<file path="src/rtl/gpio_mux_pkg.sv">
package gpio_mux_pkg;

   localparam int MODE_W = 2;

   localparam int OFF_INPUT   = 'h00;
   localparam int OFF_SET     = 'h04;
   localparam int OFF_CLR     = 'h08;
   localparam int OFF_MODE_LO = 'h0C;
   localparam int OFF_MODE_HI = 'h10;
   localparam int OFF_ALT_SEL = 'h14;
   localparam int OFF_ALT_VAL = 'h18;

   typedef enum logic [MODE_W-1:0] {
      PM_INPUT       = 2'd0,
      PM_PUSH_PULL   = 2'd1,
      PM_OPEN_DRAIN  = 2'd2,
      PM_OPEN_SOURCE = 2'd3
   } pin_mode_e;

endpackage

</file>
<file path="src/rtl/gpio_in_sync.sv">
module gpio_in_sync #(
   parameter int WIDTH  = 32,
   parameter int STAGES = 2
) (
   input  logic             clk,
   input  logic             rst_n,
   input  logic [WIDTH-1:0] d,
   output logic [WIDTH-1:0] q
);

   if (STAGES < 2) begin : g_bad_stages
      $error("gpio_in_sync: STAGES must be at least 2");
   end

   logic [WIDTH-1:0] stage_q [STAGES];

   always_ff @(posedge clk or negedge rst_n) begin
      if (!rst_n) begin
         for (int i = 0; i < STAGES; i++) stage_q[i] <= '0;
      end else begin
         stage_q[0] <= d;
         for (int i = 1; i < STAGES; i++) stage_q[i] <= stage_q[i-1];
      end
   end

   assign q = stage_q[STAGES-1];

endmodule

</file>
<file path="src/rtl/gpio_regbank.sv">
module gpio_regbank
   import gpio_mux_pkg::*;
#(
   parameter int PIN_COUNT = 32,
   parameter int DATA_W    = 32,
   parameter int ADDR_W    = 5
) (
   input  logic                        clk,
   input  logic                        rst_n,
   input  logic                        bus_req,
   input  logic                        bus_wr,
   input  logic [ADDR_W-1:0]           bus_addr,
   input  logic [DATA_W-1:0]           bus_wdata,
   output logic [DATA_W-1:0]           bus_rdata,
   input  logic [PIN_COUNT-1:0]        in_sync,
   input  logic [PIN_COUNT-1:0]        pad_out_view,
   output logic [PIN_COUNT-1:0]        out_latch,
   output logic [PIN_COUNT-1:0]        alt_sel,
   output logic [MODE_W*PIN_COUNT-1:0] mode_flat
);

   localparam int FIELDS_PER_REG = DATA_W / MODE_W;
   localparam int MODE_REGS      = (PIN_COUNT + FIELDS_PER_REG - 1) / FIELDS_PER_REG;

   if (PIN_COUNT > DATA_W) begin : g_bad_pins
      $error("gpio_regbank: PIN_COUNT exceeds DATA_W");
   end
   if (MODE_REGS > 2) begin : g_bad_mode_regs
      $error("gpio_regbank: pins do not fit the two mode registers");
   end
   if (ADDR_W < 5) begin : g_bad_addr
      $error("gpio_regbank: ADDR_W too narrow for the register map");
   end

   logic wr_cyc, rd_cyc;
   logic wr_set, wr_clr, wr_alt;
   logic [1:0] wr_mode;

   assign wr_cyc     = bus_req && bus_wr;
   assign rd_cyc     = bus_req && !bus_wr;
   assign wr_set     = wr_cyc && (bus_addr == ADDR_W'(OFF_SET));
   assign wr_clr     = wr_cyc && (bus_addr == ADDR_W'(OFF_CLR));
   assign wr_alt     = wr_cyc && (bus_addr == ADDR_W'(OFF_ALT_SEL));
   assign wr_mode[0] = wr_cyc && (bus_addr == ADDR_W'(OFF_MODE_LO));
   assign wr_mode[1] = wr_cyc && (bus_addr == ADDR_W'(OFF_MODE_HI));

   // Output latch: set and clear masks merge, clear applied last.
   logic [PIN_COUNT-1:0] set_mask, clr_mask, latch_d;

   always_comb begin
      set_mask = wr_set ? bus_wdata[PIN_COUNT-1:0] : '0;
      clr_mask = wr_clr ? bus_wdata[PIN_COUNT-1:0] : '0;
      latch_d  = (out_latch | set_mask) & ~clr_mask;
   end

   // Mode fields: each pin takes its slice from whichever word covers it.
   logic [MODE_W*PIN_COUNT-1:0] mode_d;

   always_comb begin
      mode_d = mode_flat;
      for (int p = 0; p < PIN_COUNT; p++) begin
         if (wr_mode[p / FIELDS_PER_REG]) begin
            mode_d[MODE_W*p +: MODE_W] = bus_wdata[MODE_W*(p % FIELDS_PER_REG) +: MODE_W];
         end
      end
   end

   always_ff @(posedge clk or negedge rst_n) begin
      if (!rst_n) begin
         out_latch <= '0;
         mode_flat <= '0;
         alt_sel   <= '0;
      end else begin
         out_latch <= latch_d;
         mode_flat <= mode_d;
         if (wr_alt) alt_sel <= bus_wdata[PIN_COUNT-1:0];
      end
   end

   // Read path.
   logic [DATA_W-1:0] mode_word [2];
   logic [DATA_W-1:0] rd_word;

   always_comb begin
      mode_word[0] = '0;
      mode_word[1] = '0;
      for (int p = 0; p < PIN_COUNT; p++) begin
         mode_word[p / FIELDS_PER_REG][MODE_W*(p % FIELDS_PER_REG) +: MODE_W] =
            mode_flat[MODE_W*p +: MODE_W];
      end
   end

   always_comb begin
      rd_word = '0;
      case (bus_addr)
         ADDR_W'(OFF_INPUT):   rd_word = DATA_W'(in_sync);
         ADDR_W'(OFF_SET),
         ADDR_W'(OFF_CLR):     rd_word = DATA_W'(out_latch);
         ADDR_W'(OFF_MODE_LO): rd_word = mode_word[0];
         ADDR_W'(OFF_MODE_HI): rd_word = mode_word[1];
         ADDR_W'(OFF_ALT_SEL): rd_word = DATA_W'(alt_sel);
         ADDR_W'(OFF_ALT_VAL): rd_word = DATA_W'(pad_out_view);
         default:              rd_word = '0;
      endcase
   end

   always_ff @(posedge clk or negedge rst_n) begin
      if (!rst_n)      bus_rdata <= '0;
      else if (rd_cyc) bus_rdata <= rd_word;
   end

endmodule

</file>
<file path="src/rtl/gpio_pin_drive.sv">
module gpio_pin_drive
   import gpio_mux_pkg::*;
#(
   parameter int PIN_COUNT = 32
) (
   input  logic [MODE_W*PIN_COUNT-1:0] mode_flat,
   input  logic [PIN_COUNT-1:0]        out_latch,
   input  logic [PIN_COUNT-1:0]        alt_sel,
   input  logic [PIN_COUNT-1:0]        alt_oe,
   input  logic [PIN_COUNT-1:0]        alt_out,
   output logic [PIN_COUNT-1:0]        pad_oe,
   output logic [PIN_COUNT-1:0]        pad_out
);

   for (genvar p = 0; p < PIN_COUNT; p++) begin : g_pin
      pin_mode_e mode;
      logic      gp_oe, gp_out;

      assign mode = pin_mode_e'(mode_flat[MODE_W*p +: MODE_W]);

      always_comb begin
         case (mode)
            PM_PUSH_PULL: begin
               gp_oe  = 1'b1;
               gp_out = out_latch[p];
            end
            PM_OPEN_DRAIN: begin
               gp_oe  = ~out_latch[p];
               gp_out = 1'b0;
            end
            PM_OPEN_SOURCE: begin
               gp_oe  = out_latch[p];
               gp_out = 1'b1;
            end
            default: begin
               gp_oe  = 1'b0;
               gp_out = 1'b0;
            end
         endcase
      end

      assign pad_oe[p]  = alt_sel[p] ? alt_oe[p]  : gp_oe;
      assign pad_out[p] = alt_sel[p] ? alt_out[p] : gp_out;
   end

endmodule

</file>
<file path="src/rtl/gpio_mux_ctrl.sv">
module gpio_mux_ctrl
   import gpio_mux_pkg::*;
#(
   parameter int PIN_COUNT   = 32,
   parameter int DATA_W      = 32,
   parameter int ADDR_W      = 5,
   parameter int SYNC_STAGES = 2
) (
   input  logic                 clk,
   input  logic                 rst_n,
   input  logic                 bus_req,
   input  logic                 bus_wr,
   input  logic [ADDR_W-1:0]    bus_addr,
   input  logic [DATA_W-1:0]    bus_wdata,
   output logic [DATA_W-1:0]    bus_rdata,
   input  logic [PIN_COUNT-1:0] pad_in,
   output logic [PIN_COUNT-1:0] pad_oe,
   output logic [PIN_COUNT-1:0] pad_out,
   input  logic [PIN_COUNT-1:0] alt_oe,
   input  logic [PIN_COUNT-1:0] alt_out
);

   logic [PIN_COUNT-1:0]        in_sync;
   logic [PIN_COUNT-1:0]        out_latch;
   logic [PIN_COUNT-1:0]        alt_sel;
   logic [MODE_W*PIN_COUNT-1:0] mode_flat;

   gpio_in_sync #(
      .WIDTH  (PIN_COUNT),
      .STAGES (SYNC_STAGES)
   ) u_sync (
      .clk   (clk),
      .rst_n (rst_n),
      .d     (pad_in),
      .q     (in_sync)
   );

   gpio_regbank #(
      .PIN_COUNT (PIN_COUNT),
      .DATA_W    (DATA_W),
      .ADDR_W    (ADDR_W)
   ) u_regs (
      .clk          (clk),
      .rst_n        (rst_n),
      .bus_req      (bus_req),
      .bus_wr       (bus_wr),
      .bus_addr     (bus_addr),
      .bus_wdata    (bus_wdata),
      .bus_rdata    (bus_rdata),
      .in_sync      (in_sync),
      .pad_out_view (pad_out),
      .out_latch    (out_latch),
      .alt_sel      (alt_sel),
      .mode_flat    (mode_flat)
   );

   gpio_pin_drive #(
      .PIN_COUNT (PIN_COUNT)
   ) u_drive (
      .mode_flat (mode_flat),
      .out_latch (out_latch),
      .alt_sel   (alt_sel),
      .alt_oe    (alt_oe),
      .alt_out   (alt_out),
      .pad_oe    (pad_oe),
      .pad_out   (pad_out)
   );

endmodule

</file>
<file path="config.mk">
export PLATFORM = sky130hd
export DESIGN_NAME = gpio_mux_ctrl
export DESIGN_NICKNAME = d
export VERILOG_FILES = /design/src/rtl/gpio_mux_pkg.sv /design/src/rtl/gpio_in_sync.sv /design/src/rtl/gpio_regbank.sv /design/src/rtl/gpio_pin_drive.sv /design/src/rtl/gpio_mux_ctrl.sv
export SDC_FILE = /design/constraint.sdc
export NUM_CORES = 1
export LEC_CHECK = 0
export BUFFER_PORTS_ARGS = -buffer_cell sky130_fd_sc_hd__buf_2
export CAP_MARGIN = 20
export CORE_ASPECT_RATIO = 0.5
export CORE_MARGIN = 4
export CORE_UTILIZATION = 30
export CTS_CLUSTER_DIAMETER = 120
export DETAILED_ROUTE_END_ITERATION = 16
export SLEW_MARGIN = 15
export SYNTH_ARGS = -nofsm -noshare
export SYNTH_HDL_FRONTEND = slang
export SYNTH_SLANG_ARGS = --single-unit
</file>
<file path="constraint.sdc">
create_clock -name clk -period 3.3 [get_ports clk]
set_input_delay 0.66 -clock clk [delete_from_list [all_inputs] [get_ports clk]]
set_output_delay 0.66 -clock clk [all_outputs]
set_load 0.01 [all_outputs]
</file>
* After elaboration in Yosys (flattened, before gate mapping) *
Index checks and enable logic that the tools add are counted.

word-level totals
  register bits = 224
  output and inout port bits = 96

operators by class
  reductions and logical operators = 10
  bitwise operators = 35
  eq/ne operators = 102
  muxes and demuxes = 131

operator list
  cell                count
  $pmux 32 s6         1
  $eq 2x2->1 const B  64
  $pmux 1 s3          32
  $eq 2x1->1 const B  32
  $mux 1              64
  $mux 32             2
  $pmux 1 s2          32
  $and 32x32->32      1
  $not 1->1           32
  $not 32->32         1
  $or 32x32->32       1
  $eq 5x5->1 const B  3
  $eq 5x4->1 const B  2
  $logic_and 1x1->1   7
  $eq 5x3->1 const B  1
  $logic_not 5->1     1
  $reduce_or 2->1     1
  $logic_not 1->1     1

* Longest topological paths before layout *
Gate-level depths: netlist of the first run.

  word-level depth = 5
  gate-level depth with buffers = 7

* By module *
Synthesis of the first run repeated with hierarchy kept, for this count alone.

second synthesis, totals
  cells, all modules = 978
  area, all modules = 10944.2 µm²

by module, submodules not included
  module          cells an instance  times used  area each (µm²)
  gpio_regbank    658                1           7661.1
  gpio_in_sync    96                 1           1841.8
  gpio_pin_drive  224                1           1441.4

* Worst setup path after synthesis of the first run *
No wires, ideal clock.

  kind = in2reg
  start = input bus_addr[4]
  end = register u_regs.mode_flat[10]
  buffers on the path = 2
  library setup time = 125 ps
  required time = 3175 ps
  cell stages on the path = 6
  arrival = 1938 ps
  setup slack = 1237 ps
  cell sequence = buf_6 > nor3_4 > nand3_1 > nor2_2 > buf_4 > mux2_2

on the way
  word-level cells in the longest chain between the ends = 2

ends and longest elaborated chain
  element               RTL line             RTL
  from (decl)           gpio_mux_ctrl.sv:13  input logic [ADDR_W-1:0] bus_addr,
  $eq 5x4->1            gpio_regbank.sv:44   assign wr_mode[0] = wr_cyc && (bus_addr == ADDR_W'(OFF_MODE_LO));
  $logic_and 1x1->1     gpio_regbank.sv:44
  to (signal assigned)  gpio_regbank.sv:75   mode_flat <= mode_d;
  to (decl)             gpio_regbank.sv:19   output logic [MODE_W*PIN_COUNT-1:0] mode_flat

No other way between the ends.
A chain may end at the register's enable or synchronous reset.

* Worst setup path after layout of the first run *
  start = register u_regs.mode_flat[10]
  end = output pad_out[5]

on the way
  word-level cells in the longest chain between the ends = 3
  elaborated cells between the ends (all ways) = 4
  classes of those cells = eq/ne: 2; mux: 2

ends and longest elaborated chain
  element                                          RTL line              RTL
  $eq 2x2->1 / $eq 2x1->1 (equally long branches)  gpio_pin_drive.sv:22  case (mode)
  $pmux 1 s2 (*)                                   gpio_pin_drive.sv:22
  $mux 1 (*)                                       gpio_pin_drive.sv:43  assign pad_out[p] = alt_sel[p] ? alt_out[p] : gp_out;
  to (decl)                                        gpio_mux_ctrl.sv:18   output logic [PIN_COUNT-1:0] pad_out,

Every way passes the cells marked *; elsewhere a longest branch is shown, timed or not.

==> results.md, run 1 <==
- Die Y: about 140 µm
- Final setup TNS: 0 ns
- Die area: around 37000 µm²
- Vias: around 8.2k
- Total power: slightly above 7 mW
- Worst slew margin: 0.507
- Commonest non-fill, non-tap cells in the layout: buf_2 (231), dfrtp_1 (224), o21ai_0 (118)
- Avg Cell Area, Syn: about 11 µm²
- Total wire length: approximately 34000 µm
- Leading cell type in the layout, fill and taps excluded: buf_2
- EDFF count, synth: 0
- Finished Core Util: 0.380
- RSZ-0062 raised after global routing: no
- Port Buffers: about 230
- DRC errors left: 0
- Total CTS buffers: 23
- Tcrit/Tclk final: 0.714
- Initial Util: 0.306
- Setup Slack @ Placement: ~0.7 ns
- DP Cell Count: roughly 1.5k
- Setup-failing EPs final: 0
- GRT Total Usage: 0.175
- Largest net degree at the start of global routing: 90
- Cts-stage hold buffer count: 0
- Maximum fanout along the worst path: 4
- Htree depth: 1
- Status: finished clean
- Post-CTS Setup Bufs: 0
- Max clock buf depth: 3
- Leakage: 5.74 nW
- DP HPWL: between 20000 and 25000 µm
- Post-Layout Cell Count: 1585
- CTS tree: built
- Fmax: 0.424 GHz
- Register area share after synthesis: 0.551
- Synth cell types: 35
- Final nets: between 1k and 1.5k
- Cell count after synthesis: about 890
- Wire length of the first global-routing pass: 50700 µm
- Most used DFF post-synth: dfrtp_1
- Vias in the first global route: about 8.5k
- Final hold viol count: 0
- Max-slew violation count: 0
- Post_cts resized: 0
- Post-route antenna net violation count: 0
- Routability cong.: 0.861
- P&R area growth vs syn: 24.3%
- Worst-path clk slew: 0.06 ns
- GRT Residual Overflow: 0
- Root Driver: clkbuf_16
- Arr. time, crit path: about 1.7 ns
- Worst setup path category: flip-flop to primary output
- I/O pins: roughly 230
- CP startpoint: u_regs.mode_flat[10]
- Syn Nets: around 1k
- R2R Path Start: u_regs.mode_flat[57]
- Design area: between 10000 and 15000 µm²
- Initial drt markers: 720
- Clock sink count: between 200 and 250
- Required @ worst endpoint: around 2.6 ns
- Initial DRT Pass Iterations: 5
- Initial antenna violation count: 2
- R2R cell count: 4
- Clk_skew: around 0.010 ns
- Startpoint types: flip-flop
- Measured slew at the worst slew-check pin: between 0.7 and 0.8 ns
- VDD IR max: 0.308 mV
- # rows: 47
- Crit. End Element: primary output
- Post-place instance area: between 10000 and 15000 µm²
- Reg-to-Reg End: u_regs.bus_rdata[28]
- Power density cells: between 500 and 600 nW/µm²
- Clk_lat worst skew: approximately 0.51 ns
- Vias per cell: 5.16
- YS warnings: 0
- Die width: roughly 270 µm
- Synth Cell Area: just over 10000 µm²
- Minimum clock period: approximately 2.4 ns
- MaxCap Viol Count: 0
- Synth Register Bits: about 220
- Share of layout cells above drive strength 1: 0.355
- Hold_ws: ~0.078 ns
- Critical Path Sink: pad_out[5]
- WL/cell: 21.3 µm
- Core region area: about 33000 µm²
- Final worst setup slack: roughly 0.94 ns
- Flop2flop setup slack: between 1.5 and 2 ns
- Ys async rst share: 1.00
- Hold/Removal Path Class: primary input to async pin
## cells by family (layout without fill, tap and decap cells)
logic type / count (synthesis) / after routing / synth area share
simple gates: 174 / 174 / 0.0838
other cells: 0 / 2 / 0
flops: 224 / 224 / 0.551
buf+inv: 43 / 293 / 0.0241
xor+xnor: 33 / 33 / 0.0292
mux: 130 / 130 / 0.152
compound gates: 288 / 288 / 0.159
## worst min path at each step
stage	startpoint	to	slack, ns
after global placement	u_sync.stage_q[44]	u_sync.q[12]	0.33
final	rst_n	u_regs.alt_sel[31]	0.08
after CTS	rst_n	u_regs.alt_sel[31]	0.09
after floorplan	u_sync.stage_q[32]	u_sync.q[0]	0.33
after detailed placement	u_sync.stage_q[32]	u_sync.q[0]	0.33
after global routing	rst_n	u_regs.alt_sel[31]	0.11
## critical path, stage by stage (launching register included)
cell	delay, ns
dfrtp_1	0.42
o21ai_0	0.10
o21ai_0	0.43
buf_2	0.24
## report_power, final
group          switching [mW]  internal [mW]
sequential              0.333           3.04
clock                    1.06           1.39
combinational           0.678          0.611
## state kept, by name (all words and copies together), names as in the netlist
register / flops
u_regs.bus_rdata: 32
u_regs.out_latch: 32
u_sync.stage_q: 32
u_sync.q: 32
u_regs.alt_sel: 32
u_regs.mode_flat: 64
## final cells by class
cell class / instances / area (µm²)
clock inverter: 3 / 15.0
tap: 441 / 552
antenna: 2 / 5.00
multi-input combinational: 625 / 4350
fill: 3217 / 20600
timing repair buffer: 255 / 1430
clock buffer: 35 / 671
sequential: 224 / 5610
## metal layers
metal / part of all wire / GRT usage / vias to the layer above / wire (µm)
met5: 0.00039 / 0 / - / 13
met3: 0.046 / 0.0256 / 68 / 1540
met2: 0.51 / 0.307 / 227 / 17200
met4: 0.031 / 0.0492 / 2 / 1030
met1: 0.41 / 0.226 / 4186 / 14000
li1: - / - / 3688 / -
## Yosys cell counts (4+ instances only)
cell type  number  area, µm²
a21oi_1        99        495
a221oi_1       13        114
a22o_1          7       61.3
a22oi_1        28        210
a31oi_1        21        131
buf_2          13       65.1
buf_4           4       30.0
buf_6           7       78.8
clkbuf_1       19       71.3
dfrtp_1       224       5610
mux2_2         75        845
mux2_4         30        450
mux2i_1        24        240
nand2_1        87        327
nor2_1         34        128
nor2b_1        33        206
o21ai_0       118        591
xnor2_1        32        280
Note: power is estimated with default switching activity, not from simulation.
==> inputs of run 2 (changes only) <==
--- a/config.mk
+++ b/config.mk
@@ -5,6 +5,7 @@
 export SDC_FILE = /design/constraint.sdc
 export NUM_CORES = 1
 export LEC_CHECK = 0
+export ABC_AREA = 1
 export BUFFER_PORTS_ARGS = -buffer_cell sky130_fd_sc_hd__buf_2
 export CAP_MARGIN = 20
 export CORE_ASPECT_RATIO = 0.5
==> constraint.sdc (replaced) <==
create_clock -name clk -period 2.47 [get_ports clk]
set_input_delay 0.494 -clock clk [delete_from_list [all_inputs] [get_ports clk]]
set_output_delay 0.494 -clock clk [all_outputs]
set_load 0.01 [all_outputs]
==> run 2 against run 1 <==
Against the previous run: sequential cell count unchanged; register-to-register slack got worse by 0.71 ns; utilization down 0.092 points; sequential power is 32% higher; global-route usage grew 0.86 points; total power increased by 39%; non-clock buffer count increased by 8; routed wire length rose by 13%; largest cell class unchanged.
==> results.md, run 2 <==
- Status: finished clean (unchanged)
- Leading cell type in the layout, fill and taps excluded: nand2_1 (was buf_2)
- Final nets: 1803 (was 1266)
- Startpoint types: flip-flop (unchanged)
- Post-route antenna net violation count: 0 (unchanged)
- Maximum fanout along the worst path: 6 (was 4)
- EDFF count, synth: 0 (unchanged)
- YS warnings: 0 (unchanged)
- Final hold viol count: 0 (unchanged)
- Setup-failing EPs final: 0 (unchanged)
- Most used DFF post-synth: dfrtp_1 (unchanged)
- Synth Cell Area: 11000 µm² (was 10200 µm²)
- Total power: 9.91 mW (was 7.11 mW)
- Required @ worst endpoint: 1.98 ns (was 2.64 ns)
- R2R cell count: 9 (was 4)
- Switch share: 0.305 (was 0.291)
- Largest delay share family, worst path: compound AO/OA/AOI/OAI gates (unchanged)
- Synth cell types: 25 (was 35)
- Crit. End Element: primary output (unchanged)
- Sequential share of power: 0.450 (was 0.475)
- Buf+Inv Stages, Crit Path: 1 (unchanged)
- Finished Core Util: 0.379 (was 0.380)
- Die area: 39900 µm² (was 37100 µm²)
- FILL cells: 3744 (was 3217)
- Largest net degree at the start of global routing: 75 (was 90)
- Wire length of the first global-routing pass: 57300 µm (was 50700 µm)
- Die width: 279 µm (was 268 µm)
- Final worst setup slack: 0.0445 ns (was 0.944 ns)
- Synth area leaders: dfrtp_1 (51%), nand2_1 (15%), inv_1 (5.7%) (was dfrtp_1 (55%), mux2_2 (8.3%), o21ai_0 (5.8%))
- P&R area growth vs syn: 24.3% (about the same)
- Worst-path clk slew: 0.06 ns (about the same)
- Initial antenna violation count: 7 (was 2)
- DP HPWL: 26600 µm (was 24000 µm)
- MaxCap Viol Count: 0 (unchanged)
- Critical path cell sequence: or2_2 -> o311ai_0 -> buf_2 (was o21ai_0 -> o21ai_0 -> buf_2)
- NetSw: 3.03 mW (was 2.07 mW)
- Routability cong.: 0.894 (was 0.861)
- Tcrit/Tclk final: 0.982
- Arr. time, crit path: 1.93 ns (was 1.70 ns)
- Cell count after synthesis: 1438 (was 892)
- Power density cells: 726 nW/µm² (was 563 nW/µm²)
- Clk_lat worst skew: 0.52 ns (was 0.51 ns)
- Int Pwr: 6.88 mW (was 5.04 mW)
- Post-CTS Setup Bufs: 0 (unchanged)
- Measured slew at the worst slew-check pin: 0.765 ns (was 0.737 ns)
- Leakage: 7.16 nW (was 5.74 nW)
- Hold depth: 1
- Htree depth: 1 (unchanged)
- Most frequent cell after synthesis: nand2_1 (was dfrtp_1)
- Ys async rst share: 1.00 (unchanged)
- CTS tree: built (unchanged)
- GRT Total Usage: 0.184 (was 0.175)
- VDD IR max: 0.387 mV (was 0.308 mV)
- Root Driver: clkbuf_16 (unchanged)
- Share of layout cells above drive strength 1: 0.204 (was 0.355)
- Yosys top cell by area: dfrtp_1 (unchanged)
- Total wire length: 38000 µm (was 33700 µm)
- Max-slew violation count: 0 (unchanged)
- CP max stage cell: o311ai_0 (was o21ai_0)
- R2R Path Start: u_regs.mode_flat[28] (was u_regs.mode_flat[57])
- Vias: 10.4k (was 8171)
- Flop2flop setup slack: 1.15 ns (was 1.86 ns)
- Worst Hold End: u_sync.stage_q[53]
- # rows: 49 (was 47)
- Initial DRT Pass Iterations: 6 (was 5)
- Setup Slack @ Placement: 0.403 ns (was 0.719 ns)
- Synth Register Bits: 224 (unchanged)
- Reg-to-Reg End: u_regs.bus_rdata[14] (was u_regs.bus_rdata[28])
- Clk_skew: 0.00880 ns (was 0.0105 ns)
- Core region area: 36000 µm² (was 33200 µm²)
- RSZ-0062 raised after global routing: no (unchanged)
- Most flops, register: u_regs.mode_flat (unchanged)
- DRC errors left: 0 (unchanged)
- I/O pins: 233 (unchanged)
- Hold/Removal Path Class: primary input to flip-flop (was primary input to async pin)
- Max clock buf depth: 3 (unchanged)
- Total CTS buffers: 24 (was 23)
- Worst slew margin: 0.490 (was 0.507)
- Die Y: 143 µm (was 138 µm)
- Synth top area share: 0.511 (was 0.551)
- Worst setup path category: flip-flop to primary output (unchanged)
- GRT Residual Overflow: 0 (unchanged)
- Initial drt markers: 823 (was 720)
- Register area share after synthesis: 0.511 (was 0.551)
- Comb pwr share: 0.188 (was 0.181)
- CP max stage delay: 0.48 ns (was 0.43 ns)
- Avg Cell Area, Syn: 7.64 µm² (was 11.4 µm²)
- Final setup TNS: 0 ns (unchanged)
- Clk pwr share: 0.362 (was 0.344)
- Commonest cells post-synth: nand2_1 (448), dfrtp_1 (224), inv_1 (167), nor2_1 (166), o21ai_1 (106) (was dfrtp_1 (224), o21ai_0 (118), a21oi_1 (99), nand2_1 (87), mux2_2 (75))
- Vias per cell: 4.80 (was 5.16)
- Initial Util: 0.305 (was 0.306)
- Commonest non-fill, non-tap cells in the layout: nand2_1 (448), buf_2 (231), dfrtp_1 (224) (was buf_2 (231), dfrtp_1 (224), o21ai_0 (118))
- Number of flip-flops in the largest register: 64 (unchanged)
- WL/cell: 17.5 µm (was 21.3 µm)
- Clock sink count: 224 (unchanged)
- Multi-input gate area: 4480 µm² (was 4350 µm²)
- Syn Nets: 1575 (was 1029)
- Fmax: 0.412 GHz
- Vias in the first global route: 9790 (was 8459)
- Minimum clock period: 2.43 ns
- Hold path start: pad_in[21]
- Port Buffers: 232 (unchanged)
- FF+latch area: 5610 µm² (unchanged)
-- run 2: changes by cell type in the layout (fill, tap and decap cells not counted), moves of 65 or more --
cell,before,now
inv_1,0,167
nand4_1,0,67
nor2_1,32,165
o21ai_1,0,106
mux2_2,75,0
o21ai_0,118,53
nand2_1,87,448
-- run 2: layout make-up --
cell class / instances / share of cell area
multi-input cells: 984 / 0.328
clock inverters: 7 / 0.00440
clock buffers: 36 / 0.0525
flip-flops and latches: 224 / 0.411
inverters: 169 / 0.0465
diodes: 5 / 0.000917
repair buffers: 263 / 0.112
well taps: 484 / 0.0444
-- run 2: logic make-up (layout without fill, tap and decap cells) --
logic type,after synthesis,after routing,synth area share
compound gates,253,253,0.125
buf+inv,230,475,0.0843
flops,224,224,0.511
other cells,0,5,0
simple gates,731,731,0.280
-- run 2: metal layers --
| metal | track usage | part of all wire | vias up |
|---|---|---|---|
| li1 | - | - | 5075 |
| met1 | 0.242 | 0.42 | 4986 |
| met2 | 0.315 | 0.49 | 311 |
| met3 | 0.0283 | 0.060 | 59 |
| met4 | 0.0573 | 0.027 | 2 |
| met5 | 0 | 0.00018 | - |
-- run 2: power groups by stage --
stage	logic [mW]	clock network (mW)	registers [mW]
after floorplan	1.03	0	4.40
after global placement	1.83	0	4.50
after detailed placement	1.86	0	4.51
after CTS	1.87	3.65	4.45
after global routing	2.08	3.82	4.51
final	1.86	3.59	4.46
-- run 2: stage by stage --
| stage | hold WS (ns) | cell area, µm² | instances |
|---|---|---|---|
| floorplan | 0.198 | 11000 | 1438 |
| global placement | 0.332 | 12800 | 2123 |
| detailed placement | 0.335 | 12800 | 2123 |
| CTS | 0.0642 | 13600 | 2167 |
| global route | 0.0564 | 13600 | 2172 |
| finish | 0.0776 | 13600 | 2172 |
-- run 2: worst max path at each step --
stage	startpoint	to	slack (ns)	cells after the start
3_3_place_gp	bus_addr[4]	u_regs.alt_sel[11]	0.45	6
6_report	u_regs.alt_sel[25]	pad_oe[25]	0.04	3
3_5_place_dp	bus_addr[4]	u_regs.alt_sel[13]	0.40	6
5_1_grt	u_regs.alt_sel[25]	pad_oe[25]	0.008	3
2_1_floorplan	u_regs.alt_sel[0]	pad_oe[0]	0.80	2
4_1_cts	u_regs.alt_sel[25]	pad_oe[25]	0.008	3
-- run 2: timing repair --
item | in CTS | in global routing
endpoints found under the setup margin | 1 | 3
hold endpoints to repair | 21 | 0
resized for setup | 1 | 3
hold buffers | 1 | 0
-- run 2: worst reg2reg max path, stage by stage (launching register included) --
cell and delay (ns):
dfrtp_1 0.43, buf_4 0.19, inv_1 0.05, nor2_1 0.04, nand2_1 0.07, nand2_1 0.08
nand2_1 0.07, nand2_1 0.04, nor2_1 0.15, a21oi_1 0.09
